===== config.mk =====
export PLATFORM = sky130hd
export DESIGN_NAME = cmp_out_channel
export DESIGN_NICKNAME = d
export VERILOG_FILES = /design/src/rtl/cmp_pkg.sv /design/src/rtl/cmp_tbase_sel.sv /design/src/rtl/cmp_match_stage.sv /design/src/rtl/cmp_pin_fsm.sv /design/src/rtl/cmp_irq_delay.sv /design/src/rtl/cmp_out_channel.sv
export SDC_FILE = /design/constraint.sdc
export NUM_CORES = 1
export LEC_CHECK = 0
export ABC_AREA = 1
export BUFFER_PORTS_ARGS = -buffer_cell sky130_fd_sc_hd__buf_2
export CAP_MARGIN = 30
export CORE_MARGIN = 1.5
export CORE_UTILIZATION = 46
export DETAILED_ROUTE_END_ITERATION = 6
export PLACE_DENSITY = 0.82
export SYNTH_ARGS = -nofsm -noshare
export SYNTH_HDL_FRONTEND = slang
export SYNTH_HIERARCHICAL = 1
export SYNTH_SLANG_ARGS = --single-unit
export TNS_END_PERCENT = 30

===== constraint.sdc =====
create_clock -name clk -period 1.6 [get_ports clk]
set_input_delay 0.16 -clock clk [delete_from_list [all_inputs] [get_ports clk]]
set_output_delay 0.16 -clock clk [all_outputs]
set_load 0.02 [all_outputs]

===== src/rtl/cmp_pkg.sv =====
// Shared types for the compare-match output channel.
// Assumes: mode codes are fixed by software convention and must not be renumbered.
package cmp_pkg;

    typedef enum logic [2:0] {
        MD_OFF   = 3'b000,
        MD_SET   = 3'b001,
        MD_CLR   = 3'b010,
        MD_TGL   = 3'b011,
        MD_PULSE = 3'b100,
        MD_TRAIN = 3'b101,
        MD_RSV6  = 3'b110,
        MD_RSV7  = 3'b111
    } cmp_mode_e;

    typedef enum logic [1:0] {
        ST_ARMED  = 2'd0,
        ST_ACTIVE = 2'd1,
        ST_DONE   = 2'd2
    } cmp_state_e;

endpackage


===== src/rtl/cmp_tbase_sel.sv =====
// Time base selector: routes one of two timer count/period pairs to the compare logic.
// Assumes: both timers run in the same clock domain as this channel.
module cmp_tbase_sel #(
    parameter int CNT_W = 16
) (
    input  logic [CNT_W-1:0] a_cnt,
    input  logic [CNT_W-1:0] a_per,
    input  logic [CNT_W-1:0] b_cnt,
    input  logic [CNT_W-1:0] b_per,
    input  logic             sel,
    output logic [CNT_W-1:0] cnt,
    output logic [CNT_W-1:0] per
);

    // Pick the count and period of the selected timer.
    always_comb begin
        cnt = sel ? b_cnt : a_cnt;
        per = sel ? b_per : a_per;
    end

endmodule


===== src/rtl/cmp_match_stage.sv =====
// Registered equality detectors for the primary and secondary compare values.
// A secondary compare value beyond the timer period never reports a match.
// Assumes: the counter never exceeds its period in normal use.
module cmp_match_stage #(
    parameter int CNT_W = 16
) (
    input  logic             clk,
    input  logic             rst_n,
    input  logic [CNT_W-1:0] cnt,
    input  logic [CNT_W-1:0] per,
    input  logic [CNT_W-1:0] pri,
    input  logic [CNT_W-1:0] sec,
    output logic             eq_pri,
    output logic             eq_sec
);

    logic sec_in_range;

    // Qualify the secondary compare value against the period.
    always_comb sec_in_range = (sec <= per);

    // Register both equality results (one cycle of match latency).
    always_ff @(posedge clk) begin
        if (!rst_n) begin
            eq_pri <= 1'b0;
            eq_sec <= 1'b0;
        end else begin
            eq_pri <= (cnt == pri);
            eq_sec <= (cnt == sec) && sec_in_range;
        end
    end

endmodule


===== src/rtl/cmp_pin_fsm.sv =====
// Output state machine: turns registered matches into pin levels per mode code.
// Emits a one-cycle event when an action completes. Emits a flush when the mode
// changes or the channel is idle.
// Assumes: eq_pri/eq_sec come from a registered compare stage.
module cmp_pin_fsm
    import cmp_pkg::*;
(
    input  logic       clk,
    input  logic       rst_n,
    input  logic [2:0] mode,
    input  logic       eq_pri,
    input  logic       eq_sec,
    output logic       pin,
    output logic       evt,
    output logic       flush
);

    cmp_mode_e  md;
    cmp_mode_e  md_q;
    cmp_state_e st;
    cmp_state_e st_nx;
    logic       pin_nx;
    logic       chg;
    logic       idle;

    // Decode the mode code and detect a mode change.
    always_comb begin
        md    = cmp_mode_e'(mode);
        chg   = (md != md_q);
        idle  = (md == MD_OFF) || (md == MD_RSV6) || (md == MD_RSV7);
        flush = chg || idle;
    end

    // Next-state, next-pin and event computation.
    always_comb begin
        pin_nx = pin;
        st_nx  = st;
        evt    = 1'b0;
        if (chg) begin
            pin_nx = (md == MD_CLR);
            st_nx  = ST_ARMED;
        end else begin
            case (md)
                MD_SET: begin
                    if (st == ST_ARMED && eq_pri) begin
                        pin_nx = 1'b1;
                        st_nx  = ST_DONE;
                        evt    = 1'b1;
                    end
                end
                MD_CLR: begin
                    if (st == ST_ARMED && eq_pri) begin
                        pin_nx = 1'b0;
                        st_nx  = ST_DONE;
                        evt    = 1'b1;
                    end
                end
                MD_TGL: begin
                    if (eq_pri) begin
                        pin_nx = ~pin;
                        evt    = 1'b1;
                    end
                end
                MD_PULSE, MD_TRAIN: begin
                    if (st == ST_ARMED && eq_pri) begin
                        pin_nx = 1'b1;
                        st_nx  = ST_ACTIVE;
                    end else if (st == ST_ACTIVE && eq_sec) begin
                        pin_nx = 1'b0;
                        st_nx  = (md == MD_TRAIN) ? ST_ARMED : ST_DONE;
                        evt    = 1'b1;
                    end
                end
                default: begin
                    pin_nx = 1'b0;
                    st_nx  = ST_ARMED;
                end
            endcase
        end
    end

    // State, pin and previous-mode registers.
    always_ff @(posedge clk) begin
        if (!rst_n) begin
            pin  <= 1'b0;
            st   <= ST_ARMED;
            md_q <= MD_OFF;
        end else begin
            pin  <= pin_nx;
            st   <= st_nx;
            md_q <= md;
        end
    end

endmodule


===== src/rtl/cmp_irq_delay.sv =====
// Interrupt delay line and sticky flag: an event sets the flag LAG edges after
// it is issued. A flush empties the line. A set beats a same-edge clear.
// Assumes: LAG >= 1.
module cmp_irq_delay #(
    parameter int LAG = 2
) (
    input  logic clk,
    input  logic rst_n,
    input  logic evt,
    input  logic flush,
    input  logic clr,
    output logic flag,
    output logic tail
);

    logic [LAG-1:0] sh;

    // Expose the last stage of the delay line.
    always_comb tail = sh[LAG-1];

    // First delay stage takes the event unless flushed.
    always_ff @(posedge clk) begin
        if (!rst_n) sh[0] <= 1'b0;
        else        sh[0] <= evt && !flush;
    end

    // Remaining delay stages.
    for (genvar i = 1; i < LAG; i++) begin : g_dly
        always_ff @(posedge clk) begin
            if (!rst_n) sh[i] <= 1'b0;
            else        sh[i] <= sh[i-1] && !flush;
        end
    end

    // Sticky flag: set has priority over clear.
    always_ff @(posedge clk) begin
        if (!rst_n)              flag <= 1'b0;
        else if (tail && !flush) flag <= 1'b1;
        else if (clr)            flag <= 1'b0;
    end

endmodule


===== src/rtl/cmp_out_channel.sv =====
// Output-compare channel top: time base select, compare stage, pin state
// machine and interrupt delay.
// Assumes: all inputs are synchronous to clk; reset is synchronous, active low.
module cmp_out_channel #(
    parameter int CNT_W   = 16,
    parameter int IRQ_LAG = 2
) (
    input  logic             clk,
    input  logic             rst_n,
    input  logic [CNT_W-1:0] tmr_a_cnt,
    input  logic [CNT_W-1:0] tmr_a_per,
    input  logic [CNT_W-1:0] tmr_b_cnt,
    input  logic [CNT_W-1:0] tmr_b_per,
    input  logic             tmr_sel,
    input  logic [2:0]       mode,
    input  logic [CNT_W-1:0] cmp_pri,
    input  logic [CNT_W-1:0] cmp_sec,
    input  logic             irq_clr,
    output logic             pin_out,
    output logic             irq_flag
);

    logic [CNT_W-1:0] sel_cnt;
    logic [CNT_W-1:0] sel_per;
    logic             eq_pri;
    logic             eq_sec;
    logic             pin_evt;
    logic             pipe_flush;
    logic             irq_tail;

    cmp_tbase_sel #(.CNT_W(CNT_W)) u_sel (
        .a_cnt (tmr_a_cnt),
        .a_per (tmr_a_per),
        .b_cnt (tmr_b_cnt),
        .b_per (tmr_b_per),
        .sel   (tmr_sel),
        .cnt   (sel_cnt),
        .per   (sel_per)
    );

    cmp_match_stage #(.CNT_W(CNT_W)) u_match (
        .clk    (clk),
        .rst_n  (rst_n),
        .cnt    (sel_cnt),
        .per    (sel_per),
        .pri    (cmp_pri),
        .sec    (cmp_sec),
        .eq_pri (eq_pri),
        .eq_sec (eq_sec)
    );

    cmp_pin_fsm u_fsm (
        .clk    (clk),
        .rst_n  (rst_n),
        .mode   (mode),
        .eq_pri (eq_pri),
        .eq_sec (eq_sec),
        .pin    (pin_out),
        .evt    (pin_evt),
        .flush  (pipe_flush)
    );

    cmp_irq_delay #(.LAG(IRQ_LAG)) u_irq (
        .clk   (clk),
        .rst_n (rst_n),
        .evt   (pin_evt),
        .flush (pipe_flush),
        .clr   (irq_clr),
        .flag  (irq_flag),
        .tail  (irq_tail)
    );

endmodule


---- After elaboration in Yosys (flattened, before gate mapping) ----
Index checks and enable logic that the tools add are counted.
Widths: inputs -> output; s select.
word-level totals
  flip-flop bits (word level) ............. 11
  input port bits ......................... 103
  output and inout bits ................... 2
  logic and storage cells ................. 69
operators by class
  order comparisons ....................... 1
  equal/unequal tests ..................... 17
  multiplexer cells ....................... 22
  bitwise gates (word level) .............. 3
  reduce and logical (&&, ||, !) cells .... 18
operator list
  cell                count
  $eq 16x16->1        2
  $mux 16             2
  $le 16x16->1        1
  $mux 1              13
  $eq 3x3->1 const B  4
  $mux 2              4
  $eq 3x2->1 const B  2
  $logic_and 1x1->1   6
  $ne 3x1->1 const B  2
  $ne 3x2->1 const B  2
  $pmux 2 s3          1
  $reduce_or 2->1     3
  $ne 4x1->1 const B  1
  $pmux 1 s4          1
  $reduce_and 4->1    1
  $eq 3x1->1 const B  1
  $logic_not 3->1     1
  $logic_or 1x1->1    3
  $ne 3x3->1          1
  $not 1->1           3
  $pmux 1 s3          1
  $reduce_and 3->1    1
  $eq 2x1->1 const B  1
  $logic_not 2->1     1
  other kinds (3)     3

---- Longest topological paths before layout ----
  word-level depth ........................ 7
  mapped depth ............................ 16
  mapped depth without buffers ............ 14

---- By module ----
Netlist, hierarchy kept.
modules (own cells, without submodules)
  module           instances  cells an instance  area each (um^2)  sequential area each (um^2)
  cmp_match_stage  1          175                942.2             40.0
  cmp_tbase_sel    1          104                491.7             0.0
  cmp_pin_fsm      1          74                 431.7             120.1
  cmp_irq_delay    1          13                 100.1             60.1

---- Least setup slack after synthesis ----
OpenSTA, ideal clock, no wires.
  kind .................................... in2reg
  start ................................... in tmr_sel
  end ..................................... reg u_match.eq_sec
  library setup time ...................... 0.066 ns
  arrival time ............................ 1.360 ns
  required time ........................... 1.534 ns
  slack ................................... 0.174 ns
  cell stages on the path ................. 13
  path buffers ............................ 2
  path through ............................ buf_6 > inv_8 > buf_6 > nand2_1 > nand2_1 > inv_1 > ha_1 > a21o_1 > nor2_1 > nand2_1 > nand2_1 > nand2_1 > a21oi_2
between the ends
  longest elaborated chain between the ends .. 3
  elaborated cells on any way between the ends .. 5
  those cells by class .................... order compare (1); eq/ne (1); mux (2); reduce/logical (1)
ends and longest elaborated chain
  what                  line                   RTL
  start, declared       cmp_out_channel.sv:14  input logic tmr_sel,
  $mux 16               cmp_tbase_sel.sv:18    per = sel ? b_per : a_per;
  via sel_per[7]        cmp_out_channel.sv:24  logic [CNT_W-1:0] sel_per;
  $le 16x16->1          cmp_match_stage.sv:20  always_comb sec_in_range = (sec <= per);
  $logic_and 1x1->1     cmp_match_stage.sv:29  eq_sec <= (cnt == sec) && sec_in_range;
  end signal, assigned  cmp_match_stage.sv:29
  end, declared         cmp_match_stage.sv:14  output logic eq_sec
The timed path passes the listed nets, and every way through them passes these cells.
A chain may end at the register's enable or synchronous reset.

---- Worst setup path in the final report ----
Same ends and word-level chain as after synthesis.

==> impl_metrics.json <==
{
  "seq_area_frac_synth_pct": 11.2,
  "cts_setup_buffers": 0,
  "total_power_uw": 1150,
  "cts_root_buffer": "clkbuf_8",
  "required_ns": 1.78,
  "swShare_pct": 37.8,
  "crit_fanout": 22,
  "cp_num_buf_inv": 4,
  "fin_skew_ns": 0.00244,
  "clkTransAtPathRegs_ns": 0.05,
  "die_y_um": 68.4,
  "status": "complete, no violations",
  "fmax_ghz": 0.697,
  "cp_cell_sequence": "buf_2, buf_12, inv_8, nand2_1, nand2_1, inv_1, ha_1, nand2_1, nor3_1, nand3_1, a21oi_2",
  "yosys_warnings": 6,
  "async_flop_share_pct": 0,
  "pwr-share-clk_pct": 24.7,
  "drc": 0,
  "hold_path_depth": 4,
  "synthDistinctLibCells": 32,
  "slew_viol_final": 0,
  "end_kind": "register",
  "holdBufCountCts": 0,
  "gr-total-overflow": 0,
  "cpPeakStageDelay_ns": 0.30,
  "initial_core_util_pct": 48.4,
  "syn_area_um2": 1970,
  "r2r-end": "u_irq/sh[0]$_SDFF_PN0_",
  "powerDensity_nw_per_um2": 451,
  "reg2reg_setup_slack_ns": 0.44,
  "post_cts_resized": 0,
  "grt_usage_pct": 24.5,
  "syn_to_final_growth_pct": 29.4,
  "place_congestion": 0.939,
  "finalInstanceArea_um2": 2540,
  "core_um2": 4060,
  "ant_nets": 0,
  "wl_um": 5410,
  "cts.sinks": 11,
  "num_io_pins": 105,
  "grt_max_degree": 23,
  "slew_headroom_pct": 82.5,
  "rows": 23,
  "cts_tree": "built",
  "antenna_found_initial": 0,
  "synth_area_leaders": "nand2_1, dfxtp_1, inv_1",
  "post-route-period-util_pct": 89.7,
  "synth.most_common_cell": "nand2_1",
  "crit_path_start_kind": "input port",
  "drtIter0Drc": 80,
  "rr_worst_depth": 9,
  "combPwrFrac_pct": 50.6,
  "nNetsFinal": 591,
  "peakVddDrop_mv": 0.224,
  "synth_top_area_share_pct": 30.9,
  "synth_nets": 485,
  "synth_edf_count": 0,
  "die_w_um": 68.4,
  "rr_startpoint": "u_fsm/md_q[1]$_SDFF_PN0_",
  "port_buffers": 104,
  "p_int_uw": 713,
  "syn_inst": 366,
  "yosys.area.top_type": "nand2_1",
  "crit_type": "in -> reg",
  "grt_pass1_vias": 2237,
  "syn_area_per_cell_um2": 5.37,
  "grt_pass1_wl_um": 8910,
  "cts_buffer_depth": 2,
  "cpLargestDelayFamily": "simple AND/OR/NAND/NOR gates",
  "net-switching-power_uw": 434,
  "grt_setup_unrepaired": "no",
  "post_dp_cell_area_um2": 2500,
  "worst_slew_pin_slew_ns": 0.261,
  "vias_per_cell": 4.72,
  "final_hold_viol_count": 0,
  "vias": 2457,
  "critPathSlowestCell": "ha_1",
  "ys_ff_latch": 11,
  "place_hpwl_um": 4730,
  "wl_per_cell_um": 10.4,
  "seqPwrFrac_pct": 24.7,
  "period_needed_ns": 1.44,
  "p_leak_uw": 0.00161,
  "hp-start": "irq_clr",
  "cap_violations": 0,
  "antenna_cells": 0,
  "min_to": "u_irq/flag$_SDFFE_PN0P_",
  "crit_start": "tmr_sel",
  "hold_ws_ns": 0.166,
  "fill_cells": 416,
  "htree_levels": 1,
  "synthFlopType": "dfxtp_1",
  "insertion_delay_ns": 0.24,
  "drtPass1Iterations": 4,
  "cts_inserted_buffers": 3,
  "cpMostUsedCell": "nand2_1",
  "drive_above_1_share_pct": 28.0,
  "setup_viol": 0,
  "die_area_um2": 4670,
  "synth_commonest_cells": "nand2_1, inv_1, nor2_1",
  "critPathArrivalTime_ns": 1.62,
  "hp-class": "in -> reg"
}
[worst register-to-register path, stage by stage (launching register included)]
cell and delay [ns]:
dfxtp_1 0.31, inv_1 0.05, nand2_1 0.04, nand2_1 0.07, nand2_1 0.05, nor2_1 0.22
o31ai_1 0.13, inv_1 0.08, nand2_1 0.07, nor2_1 0.09
[power by group through the flow]
stage	sequential [µW]	clock, µW	combinational [µW]
2_1_floorplan	291	0	362
3_3_place_gp	289	0	560
3_5_place_dp	289	0	575
4_1_cts	284	287	580
5_1_grt	284	305	666
6_report	284	283	580
[cell usage in the layout, fill, tap and decap left out]
cell type	instances
clkbuf_8	3
buf_4	4
a221oi_1	1
inv_2	2
dfxtp_1	11
inv_1	57
o21ai_1	2
o21ai_0	11
nand2_1	162
clkbuf_1	1
nor3_1	3
a21boi_2	1
nand3_1	16
nand4_1	2
or2_0	1
a22o_1	1
nor2_4	1
inv_8	1
nor2_1	30
buf_12	1
xor2_1	8
a211oi_1	1
xnor2_1	2
o31ai_1	1
o22ai_1	4
a21oi_2	1
a21o_1	1
nor2_2	2
buf_2	104
a21oi_1	7
a31oi_1	1
nand2_2	12
ha_1	16
[final cells by class]
cell class | count | area [µm²] | area share (%)
Clock buffer | 4 | 45.0 | 1.77
Timing Repair Buffer | 109 | 571 | 22.4
Sequential cell | 11 | 220 | 8.66
Tap cell | 50 | 62.6 | 2.46
Multi-Input combinational cell | 287 | 1410 | 55.5
Inverter | 60 | 233 | 9.15
[flip-flops by register name (all words and copies together), names as in the netlist]
register,count
u_irq/flag,1
u_match/eq_sec,1
u_match/eq_pri,1
u_irq/tail,1
u_fsm/pin,1
u_irq/sh,1
u_fsm/st,2
u_fsm/md_q,3
[worst max path at each step]
| stage | end | slack (ns) | cells after the start |
|---|---|---|---|
| after global routing | u_match/eq_sec$_SDFF_PN0_ | 0.07 | 11 |
| after CTS | u_match/eq_sec$_SDFF_PN0_ | 0.18 | 11 |
| after detailed placement | u_match/eq_sec$_SDFF_PN0_ | -0.07 | 11 |
| after global placement | u_match/eq_sec$_SDFF_PN0_ | -0.006 | 11 |
| after floorplan | u_match/eq_sec$_SDFF_PN0_ | 0.17 | 13 |
| final | u_match/eq_sec$_SDFF_PN0_ | 0.16 | 11 |
[cells by family after synthesis]
family	Yosys count	synth area share, %
and+or+nand+nor	229	47.5
buffers and inverters	68	16.9
AOI/OAI and AO/OA	32	9.74
adders and majority gates	16	10.2
DFF	11	11.2
xor gates and xnor gates	10	4.46
[metrics by stage]
stage / setup TNS, ns / worst slack [ns] / instances / util, %
finish: 0 / 0.164 / 521 / 62.7
global route: 0 / 0.0698 / 521 / 62.7
CTS: 0 / 0.177 / 521 / 62.7
detailed placement: -0.0706 / -0.0706 / 517 / 61.6
global placement: -0.00578 / -0.00578 / 517 / 61.6
floorplan: 0 / 0.174 / 366 / -
[per-layer routing]
metal	part of all wire, %	global-route usage [%]	wire length (µm)
met4	1.2	5.50	65
met1	43	29.0	2350
met5	0	0	0
met3	7.1	3.13	386
met2	48	46.5	2610
Power figures use the tool's default switching activity.
